--- config.mk ---
export PLATFORM = sky130hd
export DESIGN_NAME = acc_defer_alu
export DESIGN_NICKNAME = d
export VERILOG_FILES = /design/src/rtl/acc_alu_pkg.sv /design/src/rtl/acc_alu_core.sv /design/src/rtl/acc_dec_adjust.sv /design/src/rtl/acc_cond_eval.sv /design/src/rtl/acc_defer_alu.sv
export SDC_FILE = /design/constraint.sdc
export NUM_CORES = 1
export LEC_CHECK = 0
export BUFFER_PORTS_ARGS = -buffer_cell sky130_fd_sc_hd__buf_4
export CAP_MARGIN = 10
export CORE_ASPECT_RATIO = 2
export CORE_MARGIN = 3
export CORE_UTILIZATION = 48
export CTS_BUF_LIST = sky130_fd_sc_hd__clkbuf_8
export DETAILED_ROUTE_END_ITERATION = 7
export PLACE_DENSITY = 0.64
export SLEW_MARGIN = 20
export SYNTH_ARGS = -nofsm -noshare
export SYNTH_HDL_FRONTEND = slang
export SYNTH_SLANG_ARGS = --single-unit
--- constraint.sdc ---
create_clock -name clk -period 5.8 [get_ports clk]
set_clock_uncertainty 0.2 [all_clocks]
set_input_delay 0.29 -clock clk [delete_from_list [all_inputs] [get_ports clk]]
set_output_delay 0.29 -clock clk [all_outputs]
set_load 0.01 [all_outputs]
--- src/rtl/acc_alu_pkg.sv ---
// Shared widths, operation codes and the flag record for the deferred-commit ALU.
package acc_alu_pkg;
    localparam int WORD_W   = 8;
    localparam int NIB_W    = WORD_W / 2;
    localparam int OP_W     = 4;
    localparam int COND_W   = 3;
    localparam int FLAG_W   = 5;
    localparam int BCD_MAX  = 9;
    localparam int BCD_FIX  = 6;

    typedef enum logic [OP_W-1:0] {
        OP_ADD  = 4'd0,  OP_ADC  = 4'd1,  OP_SUB  = 4'd2,  OP_SBB  = 4'd3,
        OP_AND  = 4'd4,  OP_XOR  = 4'd5,  OP_OR   = 4'd6,  OP_CMP  = 4'd7,
        OP_RLC  = 4'd8,  OP_RRC  = 4'd9,  OP_RAL  = 4'd10, OP_RAR  = 4'd11,
        OP_DADJ = 4'd12, OP_CPL  = 4'd13, OP_LOAD = 4'd14, OP_CMC  = 4'd15
    } op_t;

    // Bit 4 down to bit 0: sign, zero, half carry, parity, carry.
    typedef struct packed {
        logic s;
        logic z;
        logic ac;
        logic p;
        logic cy;
    } flags_t;
endpackage

--- src/rtl/acc_alu_core.sv ---
// Arithmetic, logical, rotate and complement datapath (everything except the
// decimal adjust). Purely combinational. Assumes the caller supplies the
// forwarded accumulator and flags. Unlisted codes pass the inputs through.
module acc_alu_core
    import acc_alu_pkg::*;
(
    input  op_t                 op,
    input  logic [WORD_W-1:0]   a,
    input  logic [WORD_W-1:0]   b,
    input  flags_t              f_in,
    output logic [WORD_W-1:0]   res,
    output flags_t              f_out
);
    localparam int XW = WORD_W + 1;
    localparam int NX = NIB_W + 1;

    logic          cin;
    logic          bin;
    logic [XW-1:0] sum_x;
    logic [XW-1:0] dif_x;
    logic [NX-1:0] sum_lo;
    logic [NX-1:0] dif_lo;

    // Wide sums and differences that yield the carry and half carry.
    always_comb begin
        cin    = (op == OP_ADC) ? f_in.cy : 1'b0;
        bin    = (op == OP_SBB) ? f_in.cy : 1'b0;
        sum_x  = {1'b0, a} + {1'b0, b} + XW'(cin);
        dif_x  = {1'b0, a} - {1'b0, b} - XW'(bin);
        sum_lo = {1'b0, a[NIB_W-1:0]} + {1'b0, b[NIB_W-1:0]} + NX'(cin);
        dif_lo = {1'b0, a[NIB_W-1:0]} - {1'b0, b[NIB_W-1:0]} - NX'(bin);
    end

    logic [WORD_W-1:0] val;
    logic              upd_szp;

    // Select the result and the flag updates for the requested operation.
    always_comb begin
        res     = a;
        f_out   = f_in;
        val     = a;
        upd_szp = 1'b0;
        case (op)
            OP_ADD, OP_ADC: begin
                res = sum_x[WORD_W-1:0];  val = res;  upd_szp = 1'b1;
                f_out.cy = sum_x[WORD_W]; f_out.ac = sum_lo[NIB_W];
            end
            OP_SUB, OP_SBB: begin
                res = dif_x[WORD_W-1:0];  val = res;  upd_szp = 1'b1;
                f_out.cy = dif_x[WORD_W]; f_out.ac = dif_lo[NIB_W];
            end
            OP_CMP: begin
                val = dif_x[WORD_W-1:0];  upd_szp = 1'b1;
                f_out.cy = dif_x[WORD_W]; f_out.ac = dif_lo[NIB_W];
            end
            OP_AND: begin
                res = a & b; val = res; upd_szp = 1'b1;
                f_out.cy = 1'b0; f_out.ac = 1'b0;
            end
            OP_XOR: begin
                res = a ^ b; val = res; upd_szp = 1'b1;
                f_out.cy = 1'b0; f_out.ac = 1'b0;
            end
            OP_OR: begin
                res = a | b; val = res; upd_szp = 1'b1;
                f_out.cy = 1'b0; f_out.ac = 1'b0;
            end
            OP_RLC: begin
                res = {a[WORD_W-2:0], a[WORD_W-1]}; f_out.cy = a[WORD_W-1];
            end
            OP_RRC: begin
                res = {a[0], a[WORD_W-1:1]};        f_out.cy = a[0];
            end
            OP_RAL: begin
                res = {a[WORD_W-2:0], f_in.cy};     f_out.cy = a[WORD_W-1];
            end
            OP_RAR: begin
                res = {f_in.cy, a[WORD_W-1:1]};     f_out.cy = a[0];
            end
            OP_CPL:  res = ~a;
            OP_LOAD: res = b;
            OP_CMC:  f_out.cy = ~f_in.cy;
            default: res = a;
        endcase
        if (upd_szp) begin
            f_out.s = val[WORD_W-1];
            f_out.z = (val == '0);
            f_out.p = ~^val;
        end
    end
endmodule

--- src/rtl/acc_dec_adjust.sv ---
// Two-step decimal correction of the accumulator after a BCD add. Purely
// combinational. Assumes the incoming AC/CY are the flags left by the add.
module acc_dec_adjust
    import acc_alu_pkg::*;
(
    input  logic [WORD_W-1:0] a_in,
    input  logic              ac_in,
    input  logic              cy_in,
    output logic [WORD_W-1:0] a_out,
    output logic              ac_out,
    output logic              cy_out
);
    localparam int XW = WORD_W + 1;
    localparam int NX = NIB_W + 1;

    logic              lo_fix;
    logic              hi_fix;
    logic [NX-1:0]     lo_sum;
    logic [XW-1:0]     step1;
    logic [XW-1:0]     step2;
    logic [WORD_W-1:0] mid;

    // First step: correct the low digit, noting carries out of bit 3 and bit 7.
    always_comb begin
        lo_fix = (a_in[NIB_W-1:0] > NIB_W'(BCD_MAX)) || ac_in;
        lo_sum = {1'b0, a_in[NIB_W-1:0]} + NX'(BCD_FIX);
        step1  = {1'b0, a_in} + (lo_fix ? XW'(BCD_FIX) : '0);
        mid    = step1[WORD_W-1:0];
        ac_out = lo_fix & lo_sum[NIB_W];
    end

    // Second step: correct the high digit and accumulate the carry.
    always_comb begin
        hi_fix = (mid[WORD_W-1:NIB_W] > NIB_W'(BCD_MAX)) || cy_in || step1[WORD_W];
        step2  = {1'b0, mid} + (hi_fix ? (XW'(BCD_FIX) << NIB_W) : '0);
        a_out  = step2[WORD_W-1:0];
        cy_out = cy_in | step1[WORD_W] | step2[WORD_W];
    end

    // A value that is already valid BCD with clear carries passes unchanged.
    always_comb begin
        if (!ac_in && !cy_in && (a_in[NIB_W-1:0] <= NIB_W'(BCD_MAX))
            && (a_in[WORD_W-1:NIB_W] <= NIB_W'(BCD_MAX))) begin

            bcd_pass_chk: assert (a_out == a_in && !cy_out && !ac_out);
        end
    end
endmodule

--- src/rtl/acc_cond_eval.sv ---
// Tests one of eight branch conditions against a flag record. Purely
// combinational. Assumes code bits [2:1] pick the flag and bit 0 its polarity.
module acc_cond_eval
    import acc_alu_pkg::*;
(
    input  flags_t            flg,
    input  logic [COND_W-1:0] cc,
    output logic              met
);
    logic sel_flag;

    // Pick the tested flag, then compare it with the wanted polarity.
    always_comb begin
        case (cc[COND_W-1:1])
            2'd0:    sel_flag = flg.z;
            2'd1:    sel_flag = flg.cy;
            2'd2:    sel_flag = flg.p;
            default: sel_flag = flg.s;
        endcase
        met = cc[0] ? sel_flag : ~sel_flag;
    end
endmodule

--- src/rtl/acc_defer_alu.sv ---
// Top of the deferred-commit ALU. Each execute edge computes a result and leaves
// it waiting. A fetch-T2 strobe commits the waiting result to the architectural
// accumulator and flags. Reads of the accumulator and flags (by the next operation
// and by the condition test) are forwarded from the waiting copy.
// Assumes the sequencer raises fetch_t2 once per instruction fetch.
module acc_defer_alu
    import acc_alu_pkg::*;
(
    input  logic              clk,
    input  logic              rst_n,
    input  logic              exec_en,
    input  logic [OP_W-1:0]   op_sel,
    input  logic [WORD_W-1:0] operand,
    input  logic              fetch_t2,
    input  logic [COND_W-1:0] cond_sel,
    output logic [WORD_W-1:0] acc_out,
    output logic [FLAG_W-1:0] flags_out,
    output logic              cond_met
);
    logic [WORD_W-1:0] acc_q;
    flags_t            flg_q;
    logic [WORD_W-1:0] pend_acc;
    flags_t            pend_flg;
    logic              pend_vld;

    logic [WORD_W-1:0] a_eff;
    flags_t            f_eff;
    logic              commit;
    op_t               op;

    // Forward the waiting copy to every reader of the accumulator and flags.
    always_comb begin
        a_eff  = pend_vld ? pend_acc : acc_q;
        f_eff  = pend_vld ? pend_flg : flg_q;
        commit = fetch_t2 & pend_vld;
        op     = op_t'(op_sel);
    end

    logic [WORD_W-1:0] core_res;
    flags_t            core_flg;
    logic [WORD_W-1:0] dadj_res;
    logic              dadj_ac;
    logic              dadj_cy;

    acc_alu_core u_core (
        .op    (op),
        .a     (a_eff),
        .b     (operand),
        .f_in  (f_eff),
        .res   (core_res),
        .f_out (core_flg)
    );

    acc_dec_adjust u_dadj (
        .a_in   (a_eff),
        .ac_in  (f_eff.ac),
        .cy_in  (f_eff.cy),
        .a_out  (dadj_res),
        .ac_out (dadj_ac),
        .cy_out (dadj_cy)
    );

    acc_cond_eval u_cond (
        .flg (f_eff),
        .cc  (cond_sel),
        .met (cond_met)
    );

    logic [WORD_W-1:0] new_acc;
    flags_t            new_flg;

    // Merge the decimal-adjust path with the general datapath.
    always_comb begin
        if (op == OP_DADJ) begin
            new_acc    = dadj_res;
            new_flg.s  = dadj_res[WORD_W-1];
            new_flg.z  = (dadj_res == '0);
            new_flg.ac = dadj_ac;
            new_flg.p  = ~^dadj_res;
            new_flg.cy = dadj_cy;
        end else begin
            new_acc = core_res;
            new_flg = core_flg;
        end
    end

    // Architectural accumulator and flags: written only at a fetch-T2 commit.
    always_ff @(posedge clk) begin
        if (!rst_n) begin
            acc_q <= '0;
            flg_q <= '0;
        end else if (commit) begin
            acc_q <= pend_acc;
            flg_q <= pend_flg;
        end
    end

    // Holding register: filled by an execute, drained by a commit.
    always_ff @(posedge clk) begin
        if (!rst_n) begin
            pend_acc <= '0;
            pend_flg <= '0;
            pend_vld <= 1'b0;
        end else if (exec_en) begin
            pend_acc <= new_acc;
            pend_flg <= new_flg;
            pend_vld <= 1'b1;
        end else if (commit) begin
            pend_vld <= 1'b0;
        end
    end

    assign acc_out   = acc_q;
    assign flags_out = flg_q;


    commit_acc_chk: assert property (@(posedge clk) disable iff (!rst_n)
        (fetch_t2 && pend_vld) |=> (acc_out == $past(pend_acc)) && (flags_out == $past(pend_flg)));


    hold_arch_chk: assert property (@(posedge clk) disable iff (!rst_n)
        !(fetch_t2 && pend_vld) |=> $stable(acc_out) && $stable(flags_out));


    drain_pend_chk: assert property (@(posedge clk) disable iff (!rst_n)
        (fetch_t2 && pend_vld && !exec_en) |=> !pend_vld);
endmodule

==> reports/metrics.yaml, run 1 <==
outcome:
  status: "finished, final reports clean"
place:
  place_ws_ns: 0.188
  dp_cells: 597
  hpwlAfterDp_mm: 10.2
  portBuffers: 32
  place.gp.congestion: 0.950
clock_tree:
  clk_latency_ns: 0.28
  cts.clk_slew.worst_paths_ns: 0.09
  ctsHoldBuffers: 0
  htreeDepth: 1
  cts_tree: "yes"
  cts_setup_buffers: 0
  clock-sinks: 27
  cts-buffers-inserted: 3
  cts.path.max_buffers: 2
  clock-root-buffer: "clkbuf_8"
  cts-resized-gates: 0
setup_path:
  reg2reg_from: "pend_vld$_SDFFE_PN0P_"
  r2r_end: "pend_flg[1]$_SDFFE_PN0P_"
  cp-endpoint: "pend_flg[1]$_SDFFE_PN0P_"
  cp-start-kind: "register"
  critPathLaunch: "pend_vld$_SDFFE_PN0P_"
  critical_path_required_ns: 5.82
  crit_type: "reg2reg"
  worst_setup_path_end_kind: "register"
  cp.arrival_ns: 5.27
  reg2regPathDepth: 24
  crit_fanout: 8
  r2r_setup_slack_ns: 0.54
logic_synthesis:
  ys.warnings.count: 0
  synthCells: 493
  synth_ff_type: "dfxtp_1"
  synth_top_cell_by_area: "dfxtp_1"
  postSynthAreaPerCell_um2: 7.71
  mappedNetlistNets: 558
  synth_seq_cells: 27
  synthDistinctLibCells: 63
  yosysTopAreaCellShare: 0.142
  yosysSeqAreaShare: 0.142
  synth-edff-count: 0
  syn_area_um2: 3800
  synth.top_cells.by_area: "dfxtp_1 14%, ha_1 13%, nand2_1 5.2%"
  synthArstFlopShare: 0
floorplan:
  num_rows: 45
  die_x_um: 68.9
  io_pins: 33
  die_y_um: 132
  core_um2: 7660
  start_util: 0.496
  die_area_um2: 9090
power:
  power.total_uw: 630
  vdd_drop_max_mv: 0.198
  cellPowerDensity_nw_per_um2: 152
  cellLeakagePower_nw: 1.70
layout:
  multi_input_area_um2: 3000
  nNetsFinal: 573
  n_fill_cell: 779
  fin_cells: 601
  ff_latch_area_um2: 544
  final_layout_size_suffix_gt1_frac: 0.140
  antenna_cells: 0
  syn_to_final_growth_pct: 9.12
timing:
  fmax_mhz: 190
  holdWs_ns: 0.0908
  fin_crit_sh: 0.906
  setup-violations-final: 0
  fin_ws_ns: 0.543
  hold_viol: 0
  maxSlewViolCount: 0
  slew_headroom: 0.233
  finalSetupTns_ns: 0
  worst_pin_slew_ns: 1.14
  period_needed_ns: 5.26
  rsz0062_at_grt: "no"
route:
  first_iter_violations: 259
  via_count: 3876
  drtAntennaViolNets: 0
  wl_per_cell_um: 21.1
  avgViaCountPerCell: 6.45
  routed_wl_mm: 12.7
  drc: 0
  first_pass_iters: 5
worst_hold_path:
  hold_path.class: "in2reg"
  min_from: "fetch_t2"
global_route:
  antenna_found_initial: 0
  overflow: 0
  grt_max_degree: 49
  grt_pass1_wl_mm: 20.1
  grt_util_all_layers: 0.293
  grt_pass1_vias: 3790
run:
  cap_viol_max_count: 0
==> cells in the mapped netlist (11+ instances only) <==
library cell and instances:
inv_1 33, nor2b_1 14, nand2_1 53, nor2_1 32, xnor2_1 16, a21oi_1 24
mux2i_1 16, dfxtp_1 27, nand2b_1 11, a211oi_1 11, o21a_1 12, a21boi_0 16
clkbuf_1 20, o21ai_0 22, ha_1 40
==> metrics by stage <==
stage	cell area (µm²)	util
after global routing	4150	0.542
after detailed placement	4090	0.534
after floorplan	3800	-
after global placement	4090	0.534
after CTS	4140	0.540
final	4150	0.542
==> cells in the final DEF, fill, tap and decap left out, types with 5 or more instances in the layout <==
| master | count |
|---|---|
| inv_1 | 33 |
| nand3_1 | 8 |
| nor2_1 | 32 |
| buf_4 | 39 |
| o31ai_1 | 5 |
| and2_1 | 5 |
| o221ai_1 | 6 |
| mux2i_1 | 16 |
| o211ai_1 | 7 |
| ha_1 | 40 |
| and3_1 | 5 |
| nor2b_1 | 14 |
| o21a_1 | 12 |
| a211oi_1 | 11 |
| a21oi_1 | 24 |
| nand2_1 | 53 |
| o21ai_0 | 20 |
| a221oi_1 | 5 |
| nand2b_1 | 11 |
| dfxtp_1 | 26 |
| fa_1 | 6 |
| a22oi_1 | 6 |
| a21boi_0 | 16 |
| o221a_2 | 5 |
| xnor2_1 | 16 |
==> cells by family after synthesis <==
logic type | count (synthesis) | share of synthesized area
AOI/OAI and AO/OA | 157 | 0.301
adders and majority gates | 46 | 0.163
DFF | 27 | 0.142
xor gates and xnor gates | 20 | 0.0461
and+or+nand+nor | 153 | 0.198
buffers and inverters | 66 | 0.0695
muxes | 24 | 0.0807
==> area by class of cell <==
cell class,instances,area share
clock inverter,1,0.00121
sequential,27,0.131
clock buffer,3,0.00996
multi-input combinational,400,0.723
timing repair buffer,40,0.0733
tap,94,0.0284
inverter,36,0.0326
==> layer usage <==
metal  wire [µm]  global-route usage  vias to the layer above
met4        1090               0.212                        0
met3         449              0.0239                       54
met2        6650               0.498                      132
met1        4500               0.321                     1871
met5           0                   0                        -
li1            -                   -                     1819
==> sequential cells by signal (all words and copies together), names as in the netlist <==
signal	cells
acc_out	8
flags_out	5
pend_acc	8
pend_flg	5
pend_vld	1
==> critical path: stages (launching register included) <==
cell and delay [ns]:
dfxtp_4 0.44, mux2i_1 0.20, buf_4 0.14, inv_1 0.14, o21ai_1 0.22, nand2_1 0.14, ha_1 0.26, fa_1 0.47
and2_1 0.21, a22oi_1 0.19, nor2_1 0.09, o21ai_2 0.17, ha_1 0.18, inv_1 0.05, fa_1 0.37, xnor2_1 0.16
and3_1 0.21, or2_2 0.27, ha_1 0.29, xnor2_1 0.20, xnor2_1 0.15, nor2_1 0.07, a21oi_1 0.15, mux2i_1 0.09
nor2b_1 0.12
==> how the worst min path moves through the flow <==
| stage | cells past startpoint | endpoint | slack (ns) |
|---|---|---|---|
| 2_1_floorplan | 2 | flags_out[1]$_SDFFE_PN0P_ | 0.25 |
| 3_3_place_gp | 2 | flags_out[4]$_SDFFE_PN0P_ | 0.27 |
| 3_5_place_dp | 2 | flags_out[1]$_SDFFE_PN0P_ | 0.28 |
| 4_1_cts | 3 | pend_vld$_SDFFE_PN0P_ | 0.09 |
| 5_1_grt | 3 | pend_vld$_SDFFE_PN0P_ | 0.11 |
| 6_report | 3 | pend_vld$_SDFFE_PN0P_ | 0.09 |
==> where the power goes <==
part | leakage (nW) | switching (mW) | total, mW | internal (mW)
Combinational | 1.45 | 0.185 | 0.316 | 0.131
Clock | 0.0255 | 0.0582 | 0.107 | 0.0483
Sequential | 0.221 | 0.0123 | 0.207 | 0.195
No activity file was read; power rests on OpenSTA's default activity.
==> run 2: changes to the inputs <==
- ABC_AREA: not set -> 1
- ABC_CLOCK_PERIOD_IN_PS: not set -> 5800
==> run 2 against run 1 <==
Effect of this change: cell count grew 29%; highest routed layer unchanged; wire length grew 6.7%; largest power group unchanged; critical endpoint unchanged; total power grew 20%; critical path type unchanged; largest cell class unchanged.
==> reports/metrics.yaml, run 2 <==
outcome:
  status: "finished, final reports clean"
setup_path:
  cp-start-kind: "register"
  crit_fanout: 22
  crit_type: "reg2reg"
  critical_path_required_ns: 5.83
  reg2regPathDepth: 22
  worst_setup_path_end_kind: "register"
  cp.arrival_ns: 4.78
logic_synthesis:
  synth_ff_type: "dfxtp_1"
  synth_top_cell_by_area: "nand2_1"
  mappedNetlistNets: 724
  yosysTopAreaCellShare: 0.171
  postSynthAreaPerCell_um2: 5.83
  synth-edff-count: 0
  yosysMostFrequentCell: "nand2_1"
  synthCells: 659
  ys_top_cells_by_count: "175 x nand2_1, 97 x inv_1, 62 x nor2_1, 59 x nand3_1, 44 x o21ai_0"
  yosysSeqAreaShare: 0.141
  synthArstFlopShare: 0
  synthDistinctLibCells: 39
  synth.top_cells.by_area: "nand2_1 17%, dfxtp_1 14%, ha_1 13%"
  ys.warnings.count: 0
  syn_area_um2: 3840
  synth_seq_cells: 27
timing:
  worst_pin_slew_ns: 0.732
  fin_crit_sh: 0.819
  rsz0062_at_grt: "no"
  period_needed_ns: 4.75
  maxSlewViolCount: 0
  slew_headroom: 0.511
  hold_viol: 0
  fmax_mhz: 211
  finalSetupTns_ns: 0
  holdWs_ns: 0.0843
  setup-violations-final: 0
global_route:
  grt_pass1_wl_mm: 21.5
  grt_max_degree: 26
  antenna_found_initial: 0
  grt_pass1_vias: 4273
  overflow: 0
  grt_util_all_layers: 0.296
layout:
  antenna_cells: 0
  fin_util: 0.541
  final_area_um2: 4170
  syn_to_final_growth_pct: 8.66
  final_layout_size_suffix_gt1_frac: 0.104
  nNetsFinal: 748
  final_common_cell: "nand2_1"
  layout_common_cells: "175 x nand2_1, 97 x inv_1, 62 x nor2_1"
  fin_cells: 776
place:
  hpwlAfterDp_mm: 11.3
  dp_cells: 772
  portBuffers: 32
  place.gp.congestion: 0.991
  dpl-instance-area_um2: 4130
clock_tree:
  cts_setup_buffers: 0
  ctsHoldBuffers: 0
  cts-buffers-inserted: 3
  cts.clk_slew.worst_paths_ns: 0.10
  cts_tree: "yes"
  htreeDepth: 1
  clk_latency_ns: 0.29
  cts-resized-gates: 0
  cts.path.max_buffers: 2
  clock-sinks: 27
  clock-root-buffer: "clkbuf_8"
route:
  first_pass_iters: 7
  routed_wl_mm: 13.5
  first_iter_violations: 359
  avgViaCountPerCell: 5.71
  via_count: 4434
  drtAntennaViolNets: 0
  wl_per_cell_um: 17.5
  drc: 0
power:
  cellLeakagePower_nw: 2.13
  vdd_drop_max_mv: 0.0710
  cellPowerDensity_nw_per_um2: 182
run:
  cap_viol_max_count: 0
floorplan:
  die_area_um2: 9180
  num_rows: 45
  start_util: 0.498
  die_x_um: 69.3
  core_um2: 7710
  io_pins: 33
  die_y_um: 133
worst_hold_path:
  hold_path.class: "in2reg"
  whs_path_depth: 3
[run 2: changes by cell type after synthesis, sizes merged, moves of 20 or more]
cell   before  now
nand2      54  187
nor2       32   68
nand3       8   60
o21ai      22   51
mux2i      20    0
a21oi      24   44
inv        36  105
[run 2: final cells by class]
class                           count  area, µm²
Clock buffer                        3       41.3
Timing Repair Buffer               33        248
Clock inverter                      1       5.00
Sequential cell                    27        541
Inverter                          106        400
Fill cell                         843       3540
Tap cell                           94        118
Multi-Input combinational cell    512       2820
[run 2: metal layers]
layer / vias to the layer above / global-route usage / wire length, µm
met5: - / 0 / 0
met4: 0 / 0.250 / 1220
met3: 68 / 0.0243 / 676
met2: 196 / 0.536 / 7010
met1: 2003 / 0.297 / 4640
li1: 2167 / - / -
[run 2: cell families after synthesis]
group	count (synthesis)	share of synthesized area
AND/OR/NAND/NOR	342	0.387
AO/OA/AOI/OAI	114	0.163
XOR/XNOR	10	0.0228
flip-flops	27	0.141
adder cells (fa/ha/maj)	46	0.162
buffers and inverters	120	0.125
[run 2: path summary, 6_finish.rpt]
check,start,endpoint,slack (ns)
max,pend_vld$_SDFFE_PN0P_,pend_flg[1]$_SDFFE_PN0P_,1.05
min,fetch_t2,flags_out[2]$_SDFFE_PN0P_,0.08
min reg2reg,flags_out[1]$_SDFFE_PN0P_,flags_out[1]$_SDFFE_PN0P_,0.27
max reg2reg,pend_vld$_SDFFE_PN0P_,pend_flg[1]$_SDFFE_PN0P_,1.05
[run 2: power by group]
group | internal (mW) | switching [mW]
registers | 0.199 | 0.0108
clock network | 0.0484 | 0.0642
logic | 0.154 | 0.282
[run 2: critical path, cell delays in order, from the launching register on]
cell,delay [ns]
dfxtp_1,0.37
buf_4,0.22
inv_4,0.16
nand2_1,0.12
nand2_2,0.17
inv_2,0.11
o21ai_0,0.22
nand2_1,0.16
ha_1,0.26
fa_1,0.48
nand2_1,0.12
xor2_1,0.19
nand2_1,0.09
a21oi_2,0.17
inv_1,0.08
ha_1,0.19
inv_1,0.07
fa_1,0.43
ha_1,0.32
xor2_1,0.16
a21oi_1,0.12
o21ai_0,0.10
a31oi_1,0.16
[run 2: metrics by stage]
stage	setup slack (ns)	total power, mW
floorplan	1.62	0.523
global placement	1.23	0.643
global route	0.623	0.822
detailed placement	1.11	0.646
finish	1.05	0.758
CTS	1.08	0.757
==> run 3: changes to the inputs <==
- ABC_CLOCK_PERIOD_IN_PS: 5800 -> 4000
- PLACE_DENSITY: 0.64 -> 0.67
- clock period: 5.8 -> 4 ns (I/O delays scaled with it)
==> run 3 against run 2 <==
Effect of this change: critical path depth is 1 lower; sequential share of layout area fell by 0.78 points; largest cell class unchanged; largest power group unchanged; cell count up 3.2%; clock power grew 42%.
==> reports/metrics.yaml, run 3 (synthesis gave the netlist of run 2 again) <==
setup_path:
  cp.arrival_ns: 3.90
  cp_top_family: "adder cells"
  critical_path_required_ns: 4.01
  cpPeakStageDelay_ns: 0.46
  cp-start-kind: "register"
  crit_fanout: 6
  slowest_stage: "fa_2"
  worst_setup_path_end_kind: "register"
  path_cells: "inv_4, nand2_1, nand2_2, inv_4, o21ai_2, nand2_2, buf_4, fa_2, nand2_2, xor2_1, nand2_1, a21oi_2, inv_1, ha_2, inv_2, fa_2, ha_4, xor2_2, a21oi_1, o21ai_1, a31oi_1"
  crit_top_cell: "nand2_2"
  crit_type: "reg2reg"
  critPathBufInv: 5
route:
  wl_met3_um: 570
  first_iter_violations: 259
  wl_met1_mm: 4.83
  met2_length_mm: 7.70
  routed_wl_mm: 14.5
  first_pass_iters: 5
  top_layer_used: "met4"
  drc: 0
  wl_per_cell_um: 18.1
  avgViaCountPerCell: 5.66
  drtAntennaViolNets: 0
  via_count: 4536
outcome:
  status: "finished, final reports clean"
clock_tree:
  cts.clk_slew.worst_paths_ns: 0.09
  cts_tree: "yes"
  cts-buffers-inserted: 3
  clk_latency_ns: 0.29
  clock-root-buffer: "clkbuf_8"
  htreeDepth: 1
  cts.path.max_buffers: 2
  clock-sinks: 27
floorplan:
  num_rows: 45
  start_util: 0.498
  io_pins: 33
  die_x_um: 69.3
  core_um2: 7710
  die_y_um: 133
  die_area_um2: 9180
run:
  cap_viol_max_count: 0
layout:
  antenna_cells: 0
  n_fill_cell: 821
  final_area_um2: 4470
  syn_to_final_growth_pct: 16.4
  fin_cells: 801
  final_layout_size_suffix_gt1_frac: 0.168
  fin_util: 0.580
  layout_common_cells: "169 x nand2_1, 95 x inv_1, 62 x nor2_1"
  nNetsFinal: 773
  final_common_cell: "nand2_1"
timing:
  slew_headroom: 0.523
  finalSetupTns_ns: 0
  fin_ws_ns: 0.112
  worst_pin_slew_ns: 0.714
  hold_viol: 0
  fin_crit_sh: 0.972
  setup-violations-final: 0
  fmax_mhz: 257
  maxSlewViolCount: 0
  period_needed_ns: 3.89
power:
  cellLeakagePower_nw: 2.26
  vdd_drop_max_mv: 0.118
  cellPowerDensity_nw_per_um2: 263
global_route:
  antenna_found_initial: 0
  grt_pass1_wl_mm: 22.4
  grt_pass1_vias: 4549
  grt_max_degree: 26
  grt_util_all_layers: 0.311
  overflow: 0
worst_hold_path:
  hold_path.class: "in2reg"
place:
  dpl-instance-area_um2: 4300
  hpwlAfterDp_mm: 12.0
  dp_cells: 791
  place_ws_ns: -0.0316
  place.gp.congestion: 1.04
  portBuffers: 32
==> run 3: cell count changes in the layout (fill, tap and decap cells not counted), moves of 3 or more <==
cell | before | now
buf_4 | 33 | 56
nand2_1 | 175 | 169
nand2_2 | 12 | 18
ha_1 | 40 | 37
nand3_1 | 59 | 56
o21ai_2 | 0 | 3
==> run 3: final timing paths <==
kind         slack (ns)  cells past startpoint                   endpoint               startpoint
max                0.11                     21   pend_flg[1]$_SDFFE_PN0P_    pend_vld$_SDFFE_PN0P_
min                0.02                      3  flags_out[2]$_SDFFE_PN0P_                 fetch_t2
max reg2reg        0.11                     21   pend_flg[1]$_SDFFE_PN0P_    pend_vld$_SDFFE_PN0P_
min reg2reg        0.27                      2    acc_out[7]$_SDFFE_PN0P_  acc_out[7]$_SDFFE_PN0P_
==> run 3: power breakdown <==
group | internal (mW) | switching (mW)
logic | 0.271 | 0.442
registers | 0.288 | 0.0163
clock network | 0.0693 | 0.0905
==> run 3: layer usage <==
metal  vias to the layer above  GRT usage
met3                        77     0.0221
met1                      2054      0.289
met4                         0      0.262
met5                         -          0
met2                       185      0.591
li1                       2220          -
==> run 3: layout make-up <==
| type | count | area (µm²) | share of cell area |
|---|---|---|---|
| Clock inverter | 1 | 3.75 | 0.000839 |
| Multi-Input combinational cell | 512 | 2920 | 0.653 |
| Clock buffer | 3 | 41.3 | 0.00923 |
| Inverter | 106 | 403 | 0.0901 |
| Tap cell | 94 | 118 | 0.0263 |
| Timing Repair Buffer | 58 | 443 | 0.0990 |
| Sequential cell | 27 | 544 | 0.122 |
==> run 3: stage by stage <==
stage,power [mW],hold slack (ns)
5_1_grt,1.27,0.00643
3_5_place_dp,0.978,0.264
2_1_floorplan,0.763,0.129
6_report,1.18,0.0160
4_1_cts,1.14,0.0122
3_3_place_gp,0.970,0.258
==> run 3: worst register-to-register path, cell delays in order (launching register included) <==
cell     delay (ns)
dfxtp_4        0.37
inv_4          0.07
nand2_1        0.11
nand2_2        0.12
inv_4          0.04
o21ai_2        0.15
nand2_2        0.11
buf_4          0.16
fa_2           0.43
nand2_2        0.08
xor2_1         0.18
nand2_1        0.09
a21oi_2        0.14
inv_1          0.07
ha_2           0.19
inv_2          0.06
fa_2           0.46
ha_4           0.24
xor2_2         0.15
a21oi_1        0.16
o21ai_1        0.10
a31oi_1        0.15
==> run 3: repair_timing <==
action / in CTS / in global routing
setup endpoints to repair: 1 / 2
buffers inserted: 2 / 4
pin swaps: 1 / 11
resized for setup: 1 / 23
hold buffers: 0 / 0
